`config.mk`:
```
export PLATFORM = sky130hd
export DESIGN_NAME = freq_out_channel
export DESIGN_NICKNAME = d
export VERILOG_FILES = /design/src/rtl/freq_out_channel.sv
export SDC_FILE = /design/constraint.sdc
export NUM_CORES = 1
export LEC_CHECK = 0
export BUFFER_PORTS_ARGS = -buffer_cell sky130_fd_sc_hd__buf_2
export CAP_MARGIN = 0
export CORE_UTILIZATION = 50
export CTS_CLUSTER_SIZE = 10
export DETAILED_ROUTE_END_ITERATION = 10
export PLACE_DENSITY = 0.75
export SYNTH_ARGS = -nofsm -noshare
export SYNTH_HDL_FRONTEND = slang
export SYNTH_SLANG_ARGS = --single-unit
```
`constraint.sdc`:
```
create_clock -name clk -period 2.95 [get_ports clk]
set_clock_uncertainty 0.15 [all_clocks]
set_input_delay 0.1475 -clock clk [delete_from_list [all_inputs] [get_ports clk]]
set_output_delay 0.1475 -clock clk [all_outputs]
set_load 0.02 [all_outputs]
```
`src/rtl/freq_out_channel.sv`:
```
module freq_out_channel #(
  parameter int CW = 8
) (
  input  logic            clk,
  input  logic            rst_n,
  input  logic            wr_en,
  input  logic [1:0]      wr_sel,
  input  logic [CW-1:0]   wr_data,
  input  logic [2*CW-1:0] tb_count,
  input  logic            tb_tick,
  output logic            wave_out,
  output logic            match_flag
);
  localparam int TW = 2 * CW;

  logic [CW-1:0] cmp_lo, cmp_hi;
  logic cmp_en, tog_en, pwm_en, flag_en;

  wire active   = cmp_en & tog_en & pwm_en;
  wire lo_hit   = tb_tick & active & (tb_count[CW-1:0] == cmp_lo);
  wire full_hit = tb_tick & active & flag_en & (tb_count == TW'({cmp_hi, cmp_lo}));
  wire wr_lo    = wr_en & (wr_sel == 2'd0);
  wire wr_hi    = wr_en & (wr_sel == 2'd1);
  wire wr_mode  = wr_en & (wr_sel == 2'd2);
  wire wr_clr   = wr_en & (wr_sel == 2'd3) & ~wr_data[0];

  always_ff @(posedge clk or negedge rst_n) begin
    if (!rst_n) begin
      cmp_lo     <= '0;
      cmp_hi     <= '0;
      cmp_en     <= 1'b0;
      tog_en     <= 1'b0;
      pwm_en     <= 1'b0;
      flag_en    <= 1'b0;
      wave_out   <= 1'b0;
      match_flag <= 1'b0;
    end else begin
      if (wr_lo)        cmp_lo <= wr_data;
      else if (lo_hit)  cmp_lo <= cmp_lo + cmp_hi;
      if (wr_hi)        cmp_hi <= wr_data;
      if (wr_mode)      {flag_en, pwm_en, tog_en, cmp_en} <= wr_data[3:0];
      else if (wr_lo)   cmp_en <= 1'b0;
      else if (wr_hi)   cmp_en <= 1'b1;
      if (lo_hit)       wave_out <= ~wave_out;
      if (full_hit)     match_flag <= 1'b1;
      else if (wr_clr)  match_flag <= 1'b0;
    end
  end
endmodule


```
==> impl_metrics.yaml <==
worst_setup_path:
  worstRegToRegCells: 5
  slowest_stage: "dfrtp_1"
  slowest_delay_ns: 0.44
  crit_cells: 5
  critPathMaxFanout: 12
  crit_chain: "xor2_1 -> nor4_2 -> nand4_2 -> and3b_1 -> a221o_1"
  cp_top_family: "simple AND/OR/NAND/NOR gates"
  cp-end-kind: "flip-flop"
  crit_path_start_kind: "flip-flop"
  cp.required_ns: 3.02
  criticalPathCategory: "reg2reg"
  cp.arrival_ns: 2.25
  cp_num_buf_inv: 0
die:
  die_h_um: 55.55
  ioPinCount: 32
  die_area_mm2: 0.003086
  rows: 19
  start_util_pct: 52.45
  core_mm2: 0.002734
  die_w_um: 55.55
yosys:
  synth_xor_area_share_pct: 13.44
  synth_compound_area_share_pct: 10.38
  synth_area_leaders: "dfrtp_1, xor2_1, mux2_2"
  synth_top_area_share_pct: 38.39
  synth_top_area_cell: "dfrtp_1"
  synth-main-ff-cell: "dfrtp_1"
  async_flop_share_pct: 100.0
  ys_types: 36
  synth_seq_cells: 22
  synth_top_family_by_area: "simple AND/OR/NAND/NOR gates"
  synth-edff-count: 0
  synth_area_mm2: 0.001434
  synth_adder_area_share_pct: 7.504
  avgSynthCellArea_um2: 10.62
  synthSimpleGateAreaFrac_pct: 14.49
  yosysWarnings: 0
  synthesis.nets: 173
  synth_seq_area_share_pct: 38.39
  postSynthCellCount: 135
  synthMuxAreaShare_pct: 13.61
  synth.most_common_cell: "dfrtp_1"
  yosys-top-cells-count: "dfrtp_1, xor2_1, mux2_2, nand2_1"
power_and_ir_drop:
  p_leak_nw: 0.8738
  share_comb_of_total_power_pct: 36.2
  clkPwrFrac_pct: 24.1
  ir_drop_mv: 0.4163
  power.share.switching_pct: 33.08
  p_per_area_mw_per_mm2: 560.1
  p_int_uw: 670.3
  seq_power_share_pct: 39.8
  p_sw_uw: 331.3
timing:
  hold_viol: 0
  finalSetupViolations: 0
  finalSetupTns_ns: 0
  fin_crit_sh_pct: 73.94
  rsz0062_at_grt: "false"
  fin_crit_ns: 2.181
  tightest_slew_ns: 0.4904
  drv_slew: 0
  max_freq_mhz: 458.5
  slew_headroom_pct: 67.21
global_route:
  grt_use_total_pct: 21.57
  grt_pass1_wl_um: 5106
  grt_max_degree: 23
  grt-ovfl-total: 0
  antenna_found_initial: 0
  grt_pass1_vias: 1169
cts:
  ctsResizeCount: 0
  clock-sinks: 22
  worstSkewPairLatency_ns: 0.32
  clock-root-buffer: "clkbuf_4"
  clk_path_buf_depth: 2
  htreeDepth: 1
  cts_made_buffers: 3
  cts_tree: "yes"
  clkTransAtPathRegs_ns: 0.14
route:
  vias: 1164
  routed_wl_um: 3146
  route.detailed.drc: 0
  dr.pass1.iters: 6
  drt_iter0_drc: 17
  via_per_inst: 5.517
  antenna_left: 0
  wire_per_inst_um: 14.91
cells_and_area:
  fin_nets: 219
  final_cells: 211
  drive_above_1_share_pct: 29.44
  diodes: 0
  areaGrowthSynthToFinish_pct: 24.69
place:
  place.gp.congestion: 0.7996
  port_buffers: 31
  post-place-cells: 195
  dp_hpwl_um: 2372
flow_run:
  cap_violations: 0
min_path:
  hold_class: "in2reg"
  holdPathStages: 3
outcome:
  outcome: "completed"
==> repair_timing <==
item                                    CTS  global route
hold buffers                             12             0
endpoints found under the setup margin    0             0
endpoints found under the hold margin    43             0
setup buffers                             0             0
==> placed cells by master (no fill, tap or decap), types with 2 or more instances in the layout <==
cell type	instances
buf_2	31
dfrtp_1	22
xor2_1	16
mux2_2	12
dlygate4sd3_1	12
nand2_1	11
o21ai_1	7
nor2_1	7
ha_1	7
xnor2_1	6
mux2i_1	6
a21oi_1	6
nor2b_1	5
inv_1	3
clkbuf_4	3
nand4_1	2
nor3_1	2
nand3b_1	2
==> worst paths after layout <==
kind                           start  slack (ns)   endpoint
min                        wr_sel[0]        0.03     cmp_en
min in group asynchronous      rst_n        0.15  cmp_hi[6]
max reg2reg                cmp_lo[3]        0.77  cmp_lo[7]
min reg2reg                 wave_out        0.33   wave_out
max in group asynchronous      rst_n        2.17    flag_en
max                        cmp_lo[3]        0.77  cmp_lo[7]
==> stage by stage <==
| step | setup WS, ns | hold WS, ns | power (mW) | util (%) | area (µm²) |
|---|---|---|---|---|---|
| after floorplan | 0.9645 | -0.2981 | 0.6585 | - | 1434 |
| after global placement | 0.9010 | -0.008636 | 0.7365 | 59.08 | 1615 |
| after detailed placement | 0.8082 | -0.008810 | 0.7535 | 59.08 | 1615 |
| after CTS | 0.7840 | 0.01836 | 1.003 | 65.40 | 1788 |
| after global routing | 0.6568 | 0.06088 | 1.060 | 65.40 | 1788 |
| final | 0.7688 | 0.02824 | 1.002 | 65.40 | 1788 |
==> cell families after synthesis <==
group | count (synthesis)
compound gates | 22
xor+xnor | 22
fa+ha+maj | 8
buf+inv | 6
flops | 22
mux | 18
simple gates | 37
==> routing by layer <==
metal	vias to the layer above	share of wire (%)	GRT usage [%]
li1	572	-	-
met1	547	47	27.92
met2	36	47	35.63
met3	9	4.0	3.279
met4	0	2.2	9.643
met5	-	0	0
==> cell type report <==
cell class / instances / area (µm²)
Fill cell: 238 / 945.9
Multi-Input combinational cell: 107 / 852.1
Sequential cell: 22 / 550.5
Clock inverter: 1 / 30.03
Clock buffer: 3 / 22.52
Inverter: 3 / 11.26
Tap cell: 31 / 38.79
Timing Repair Buffer: 44 / 282.8
==> power by group through the flow <==
stage / registers (mW) / clock network [mW] / logic [mW]
floorplan: 0.392 / 0 / 0.266
global placement: 0.401 / 0 / 0.335
detailed placement: 0.406 / 0 / 0.348
CTS: 0.399 / 0.242 / 0.362
global route: 0.405 / 0.253 / 0.402
finish: 0.398 / 0.241 / 0.362
==> registers in the layout (all words and copies together) (netlist names) <==
| name | flops |
|---|---|
| flag_en | 1 |
| cmp_lo | 8 |
| cmp_hi | 8 |
| match_flag | 1 |
| wave_out | 1 |
| cmp_en | 1 |
| pwm_en | 1 |
| tog_en | 1 |
==> worst reg2reg max path, stage by stage, from the launching register on <==
cell	delay [ns]
dfrtp_1	0.44
xor2_1	0.19
nor4_2	0.27
nand4_2	0.42
and3b_1	0.34
a221o_1	0.27
Power figures use the tool's default switching activity.
